<file path="src/rtl/cop_port_pkg.sv">
// Package: shared types and constants for the coprocessor error latch port.
// Assumes a single-cycle I/O bus where each strobe marks exactly one access.
package cop_port_pkg;

    // Access size encoding on the I/O bus.
    typedef enum logic [1:0] {
        SZ_BYTE  = 2'd0,
        SZ_WORD  = 2'd1,
        SZ_DWORD = 2'd2,
        SZ_RSVD  = 2'd3
    } io_size_e;

    // Port offsets inside the window that carry commands.
    localparam int unsigned OFF_CLR_BUSY = 0;
    localparam int unsigned OFF_COP_RST  = 1;

    // Decoded view of one bus cycle.
    typedef struct packed {
        logic hit;        // address falls in the window
        logic byte_wr;    // byte write inside the window
        logic clr_cmd;    // clear-busy command
        logic rst_cmd;    // coprocessor reset command
        logic unsup;      // access the block cannot serve
        logic rd_hit;     // read inside the window
    } dec_t;

endpackage

</file>
<file path="src/rtl/cop_port_decode.sv">
// Module: cop_port_decode
// Combinational address and size decode for the port window.
// Assumes BASE_ADDR is aligned to the window size (low WIN_BITS bits zero).
module cop_port_decode
    import cop_port_pkg::*;
#(
    parameter int unsigned        ADDR_W    = 16,
    parameter int unsigned        WIN_BITS  = 4,
    parameter logic [ADDR_W-1:0]  BASE_ADDR = 16'h00F0
) (
    input  logic [ADDR_W-1:0] addr,
    input  logic [1:0]        size,
    input  logic              wr,
    input  logic              rd,
    output dec_t              dec
);
    localparam int unsigned TAG_W = ADDR_W - WIN_BITS;
    localparam int unsigned N_PORTS = 1 << WIN_BITS;

    logic [TAG_W-1:0]    tag;
    logic [WIN_BITS-1:0] off;
    logic [N_PORTS-1:0]  cmd_port;   // one-hot flags for ports with a command
    logic                is_byte;

    assign tag     = addr[ADDR_W-1:WIN_BITS];
    assign off     = addr[WIN_BITS-1:0];
    assign is_byte = (io_size_e'(size) == SZ_BYTE);

    // Mark which window offsets own a command; all others are unsupported.
    for (genvar p = 0; p < N_PORTS; p++) begin : g_cmd_port
        assign cmd_port[p] = (p == OFF_CLR_BUSY) || (p == OFF_COP_RST);
    end

    // Build the decoded view of the current bus cycle.
    always_comb begin
        dec.hit     = (tag == BASE_ADDR[ADDR_W-1:WIN_BITS]);
        dec.byte_wr = dec.hit && wr && is_byte;
        dec.clr_cmd = dec.byte_wr && (off == WIN_BITS'(OFF_CLR_BUSY));
        dec.rst_cmd = dec.byte_wr && (off == WIN_BITS'(OFF_COP_RST));
        dec.rd_hit  = dec.hit && rd;
        dec.unsup   = (dec.hit && wr && !is_byte)
                    || (dec.byte_wr && !cmd_port[off])
                    || dec.rd_hit;
    end

endmodule

</file>
<file path="src/rtl/cop_irq_latch.sv">
// Module: cop_irq_latch
// Level interrupt latch: set on a rising edge of the error pin, cleared by
// a request; set has priority. Assumes err_in is already synchronous.
module cop_irq_latch (
    input  logic clk,
    input  logic rst_n,
    input  logic err_in,
    input  logic clr,
    output logic irq
);
    logic err_q;
    logic err_rise;

    assign err_rise = err_in && !err_q;

    // Remember the previous error pin level for edge detection.
    always_ff @(posedge clk) begin
        if (!rst_n) err_q <= 1'b0;
        else        err_q <= err_in;
    end

    // Hold the interrupt level; a new edge beats a clear in the same cycle.
    always_ff @(posedge clk) begin
        if (!rst_n)        irq <= 1'b0;
        else if (err_rise) irq <= 1'b1;
        else if (clr)      irq <= 1'b0;
    end

endmodule

</file>
<file path="src/rtl/cop_event_regs.sv">
// Module: cop_event_regs
// Registers the one-cycle pulses and the read return value.
// Assumes the decode inputs are valid for exactly one cycle per access.
module cop_event_regs
    import cop_port_pkg::*;
#(
    parameter int unsigned      DATA_W   = 8,
    parameter logic [DATA_W-1:0] UNUSED_VAL = '1
) (
    input  logic              clk,
    input  logic              rst_n,
    input  dec_t              dec,
    output logic              clr_evt,
    output logic              rst_evt,
    output logic              unsup,
    output logic [DATA_W-1:0] rd_data
);
    // Pulse outputs follow the decode by one register stage.
    always_ff @(posedge clk) begin
        if (!rst_n) begin
            clr_evt <= 1'b0;
            rst_evt <= 1'b0;
            unsup   <= 1'b0;
        end else begin
            clr_evt <= dec.clr_cmd;
            rst_evt <= dec.rst_cmd;
            unsup   <= dec.unsup;
        end
    end

    // Present the unused-port value for one cycle after a window read.
    always_ff @(posedge clk) begin
        if (!rst_n)          rd_data <= '0;
        else if (dec.rd_hit) rd_data <= UNUSED_VAL;
        else                 rd_data <= '0;
    end

endmodule

</file>
<file path="src/rtl/cop_err_port.sv">
// Module: cop_err_port (top)
// Port-window decoder for the legacy coprocessor error interrupt.
// Assumes one access per strobe cycle and a synchronous error pin.
module cop_err_port
    import cop_port_pkg::*;
#(
    parameter int unsigned       ADDR_W    = 16,
    parameter int unsigned       DATA_W    = 8,
    parameter int unsigned       WIN_BITS  = 4,
    parameter logic [ADDR_W-1:0] BASE_ADDR = 16'h00F0
) (
    input  logic              clk,
    input  logic              rst_n,
    input  logic [ADDR_W-1:0] io_addr,
    input  logic [DATA_W-1:0] io_wdata,
    input  logic [1:0]        io_size,
    input  logic              io_wr,
    input  logic              io_rd,
    input  logic              err_in,
    output logic [DATA_W-1:0] rd_data,
    output logic              irq_err,
    output logic              clr_busy_evt,
    output logic              cop_rst_evt,
    output logic              unsup_acc
);
    dec_t dec;
    logic wdata_unused;

    // Command ports act on the address only; data is not interpreted.
    assign wdata_unused = ^io_wdata;

    cop_port_decode #(
        .ADDR_W   (ADDR_W),
        .WIN_BITS (WIN_BITS),
        .BASE_ADDR(BASE_ADDR)
    ) u_decode (
        .addr(io_addr),
        .size(io_size),
        .wr  (io_wr),
        .rd  (io_rd),
        .dec (dec)
    );

    cop_irq_latch u_irq (
        .clk   (clk),
        .rst_n (rst_n),
        .err_in(err_in),
        .clr   (dec.byte_wr),
        .irq   (irq_err)
    );

    cop_event_regs #(
        .DATA_W(DATA_W)
    ) u_events (
        .clk    (clk),
        .rst_n  (rst_n),
        .dec    (dec),
        .clr_evt(clr_busy_evt),
        .rst_evt(cop_rst_evt),
        .unsup  (unsup_acc),
        .rd_data(rd_data)
    );

endmodule

</file>
<file path="config.mk">
export PLATFORM = sky130hd
export DESIGN_NAME = cop_err_port
export DESIGN_NICKNAME = d
export VERILOG_FILES = /design/src/rtl/cop_port_pkg.sv /design/src/rtl/cop_port_decode.sv /design/src/rtl/cop_irq_latch.sv /design/src/rtl/cop_event_regs.sv /design/src/rtl/cop_err_port.sv
export SDC_FILE = /design/constraint.sdc
export NUM_CORES = 1
export LEC_CHECK = 0
export BUFFER_PORTS_ARGS = -buffer_cell sky130_fd_sc_hd__buf_2
export CORE_AREA = 3 3 40 42
export CTS_CLUSTER_DIAMETER = 80
export DETAILED_ROUTE_END_ITERATION = 7
export DIE_AREA = 0 0 43 45
export PLACE_DENSITY = 0.69
export SLEW_MARGIN = 0
export SYNTH_ARGS = -nofsm -noshare
export SYNTH_HDL_FRONTEND = slang
export SYNTH_HIERARCHICAL = 1
export SYNTH_SLANG_ARGS = --single-unit
</file>
<file path="constraint.sdc">
create_clock -name clk -period 1.2 [get_ports clk]
set_clock_uncertainty 0.2 [all_clocks]
set_input_delay 0.12 -clock clk [delete_from_list [all_inputs] [get_ports clk]]
set_output_delay 0.12 -clock clk [all_outputs]
set_load 0.1 [all_outputs]
</file>
# Yosys cells after proc, flatten, opt, wreduce, memory -nomap -nowiden
# Memory sizes are Yosys's and may differ from the RTL's.
# Index checks and enable logic that the tools add are counted.
dict set report classes {
  addsub 0
  multipliers 0
  div 0
  order_cmp 1
  n_eq_ne 2
  shifts 0
  muxes 4
  bitwise_logic 0
  reduce_logical 16
}
# operator count
set op_table {}
lappend op_table {{$eq A12 B4 Y1 const B} 1}
lappend op_table {{$logic_and A1 B1 Y1} 8}
lappend op_table {{$mux W8} 1}
lappend op_table {{$lt A4 B5 Y1 const B} 1}
lappend op_table {{$eq A4 B1 Y1 const B} 1}
lappend op_table {{$logic_not A4 Y1} 1}
lappend op_table {{$logic_not A1 Y1} 3}
lappend op_table {{$mux W1} 3}
lappend op_table {{$logic_not A2 Y1} 1}
lappend op_table {{$logic_or A1 B1 Y1} 2}
lappend op_table {{$reduce_bool A2 Y1} 1}
dict set report word_totals {
  regBits 13
  latch_bits 0
  mem_bits_rw 0
  mem_bits_ro 16
  inputBits 31
  mem_count 1
}
# name depth width rd rd_clocked_by_memory_dff wr line_no
set mem_list {}
lappend mem_list {{(no name shown)} 16 1 1 0 0 cop_port_decode.sv:42} ;# || (dec.byte_wr && !cmd_port[off])

# Longest topological paths before layout
dict set report logic_depth {
  depth_word 6
  ltp_mapped 6
  depth_no_buf 5
}

# Hierarchy
# The synthesis kept the hierarchy.
# mod instances cells_per_inst area_per_inst_um2 seq_area_each_um2
set by_module_without_submodules {}
lappend by_module_without_submodules {cop_event_regs 1 15 157.7 80.1}
lappend by_module_without_submodules {cop_port_decode 1 14 117.6 0.0}
lappend by_module_without_submodules {cop_irq_latch 1 6 70.1 40.0}

# Least setup slack after synthesis
# No wires, ideal clock.
dict set report synth_timing {
  path_type {reg-to-output}
  start {reg u_events/rd_data[6] (netlist name)}
  end {out rd_data[1]}
  arrival_ns 1.464
  t_required_ns 0.880
  slack_ns -0.584
  stages_incl_launch_ff 2
  path_buffers 1
  cell_sequence {dfxtp_1 -> buf_4}
}
# item line_no
set synth_lines {}
lappend synth_lines {{end: declaration} cop_err_port.sv:20} ;# output logic [DATA_W-1:0] rd_data,

==> qor.yml <==
detailed_routing:
  drt_iter0_markers: 3
  viasPerCell: 4.69
  ant_nets: 0
  num_vias: 389
  wirelength_microns: 856
  drc: 0
  wl_per_cell_microns: 10.3
  drt_first_pass_iters: 4
power_and_ir_drop:
  netSwitchingFraction: 0.245
  ir_worst_vdd_v: 0.000460
  power.internal_uw: 380
  powerDensity_nw_per_um2: 698
  p_switching_uw: 123
  comb_power_share: 0.187
  pwr-share-clk: 0.404
  p_leak_uw: 0.000332
  seq_power_share: 0.409
finish:
  fin_util: 0.562
  antenna_cells: 0
  drive_gt1_frac: 0.691
  syn_to_final_growth_pct: 109
  layout.nets: 100
  nFillCells: 109
  final_cells: 83
placement:
  gp_congestion: 0.636
  place.port_buffers: 34
  place_inst: 77
sta:
  max_freq_mhz: 793
  min_period_ns: 1.26
  slew_headroom: 0.752
  rsz0062_at_grt: "true"
  finalSetupViolCount: 8
  final.setup.worst_slack_ns: -0.0604
  fin_worst_hold_slack_ns: 0.0233
  post-route-period-util: 1.05
  report.final.slew_viol_count: 0
  hold_viol: 0
  worst_slew_pin_slew_ns: 0.367
logic_synthesis:
  yosys_warnings: 6
  yosysSeqAreaShare: 0.348
  synth_cell_type_count: 15
  synthesis.instances: 35
  ys.flop_type: "dfxtp_1"
  synth_adder_area_share: 0
  ys_top_cells_by_area: "dfxtp_1 (35%), buf_4 (17%), and2_1 (11%), nor4b_2 (8.7%), and3_1 (3.6%)"
  synth_area_sq_um: 345
  synth-simple-area-share: 0.417
  synth_most_common_cell: "buf_4"
  async_reset_ff_frac: 0
  ys_seq_elements: 6
  synth_top_family_by_area: "simple AND/OR/NAND/NOR gates"
  syn_nets: 66
  yosysTopAreaCell: "dfxtp_1"
  synthXorXnorAreaFrac: 0
  synth_top_cells_by_count: "buf_4 (8), and2_1 (6), dfxtp_1 (6)"
  synth_top_area_frac: 0.348
  syn_avg_cell_area_sq_um: 9.87
  synth_compound_area_frac: 0.0616
  synth_edf_count: 0
  synth_mux_area_frac: 0
global_routing:
  grt-ovfl-total: 0
  grt_use_total: 0.103
  antenna_found_initial: 0
  grt_first_pass_wirelength_mm: 1.41
  grt_start_max_net_pins: 9
  grt_pass1_vias: 407
clock_tree:
  cts_tree: "yes"
  clock-sinks: 6
  cts_root_buf: "clkbuf_4"
  postCtsSetupBuffers: 0
  cts-htree-levels: 1
  cts_buffers: 3
  clock_latency_ns: 0.24
  clock_path_buffers: 2
  clkTransAtPathRegs_ns: 0.05
outcome:
  outcome: "finished with violations"
  violations: "setup timing"
hold_path:
  hold_depth: 3
  hold_class: "in2reg"
worst_setup_path:
  cp_max_fo: 8
  cp.required_ns: 0.88
  reg2reg_depth: 2
  cp-endpoint: "rd_data[4]"
  worstPathArrival_ns: 0.94
  critPathTopFamily: "flip-flops"
  cp_slowest_cell: "dfxtp_4"
  rrSetupSlack_ns: 0.36
  crit_path_start_kind: "flip-flop"
  critical_path.startpoint: "u_events/rd_data[6]"
  reg2reg_to: "u_irq/irq"
  reg2reg_from: "u_irq/err_q"
  cp.depth: 1
  critPathKind: "reg2out"
  crit_path_end_kind: "output pin"
  cp_num_buf_inv: 1
  path_cells: "buf_12"
  max_stage_delay_ns: 0.48
floorplanning:
  row_count: 13
  die_h_microns: 45
  die-area_sq_um: 1940
  core_sq_um: 1280
  die_x_microns: 43
  start_util: 0.269
  ios: 43
job:
  max-cap-violations: 0
[worst min-delay path by stage]
stage                 from  slack, ns                  end
finish               io_rd       0.02  u_events/rd_data[6]
detailed placement  err_in       0.14          u_irq/err_q
floorplan            rst_n       0.04  u_events/rd_data[6]
CTS                  io_rd       0.02  u_events/rd_data[6]
global route         io_rd       0.05  u_events/rd_data[6]
global placement    err_in       0.14          u_irq/err_q
[power by group through the flow]
stage / Sequential [uW] / Combinational [uW] / Clock (uW)
after floorplan: 227 / 14.9 / 0
after global placement: 209 / 86.8 / 0
after detailed placement: 209 / 89.7 / 0
after CTS: 206 / 94.7 / 204
after global routing: 206 / 101 / 223
final: 206 / 94.1 / 204
[state kept, by name (all words and copies together) (netlist names)]
signal,cells
u_irq/err_q,1
u_events/rd_data,1
u_irq/irq,1
u_events/unsup,1
u_events/rst_evt,1
u_events/clr_evt,1
[cells in the final DEF (no fill, tap or decap), types with 2 or more instances in the layout]
cell / Yosys / routed
buf_12: 0 / 12
dfxtp_2: 0 / 4
dlygate4sd3_1: 0 / 2
and2_1: 6 / 6
nor4b_2: 2 / 2
nand2b_1: 2 / 2
clkbuf_4: 0 / 3
buf_2: 0 / 22
[repair_timing]
item                                    4_1_cts  5_1_grt
hold buffers                                  2        0
resized for setup                             0        1
endpoints found under the hold margin         6        0
endpoints found under the setup margin        8        9
[layout make-up]
class,instances,area [sq um],area share
clock buffer,4,26.3,0.0364
multi-input combinational,21,170,0.236
timing repair buffer,37,378,0.523
tap,15,18.8,0.0260
sequential,6,129,0.179
[kinds of logic after synthesis]
logic type | after synthesis
compound gates | 2
buf+inv | 8
flops | 6
simple gates | 19
[per-layer routing]
layer  vias up  part of all wire  track usage
met5         -                 0            0
met4         0             0.044        0.108
met3         4              0.16       0.0319
met2        37              0.51        0.195
met1       167              0.28       0.0775
li1        181                 -            -
[metrics by stage]
step	power, uW	area [sq um]	worst slack, ns	TNS, ns
finish	504	722	-0.0604	-0.478
global route	531	722	-0.0909	-0.715
floorplan	241	362	-0.0280	-0.157
global placement	296	671	-0.141	-0.312
CTS	505	717	-0.0694	-0.547
detailed placement	299	671	-0.193	-0.485
Power figures use the tool's default switching activity.
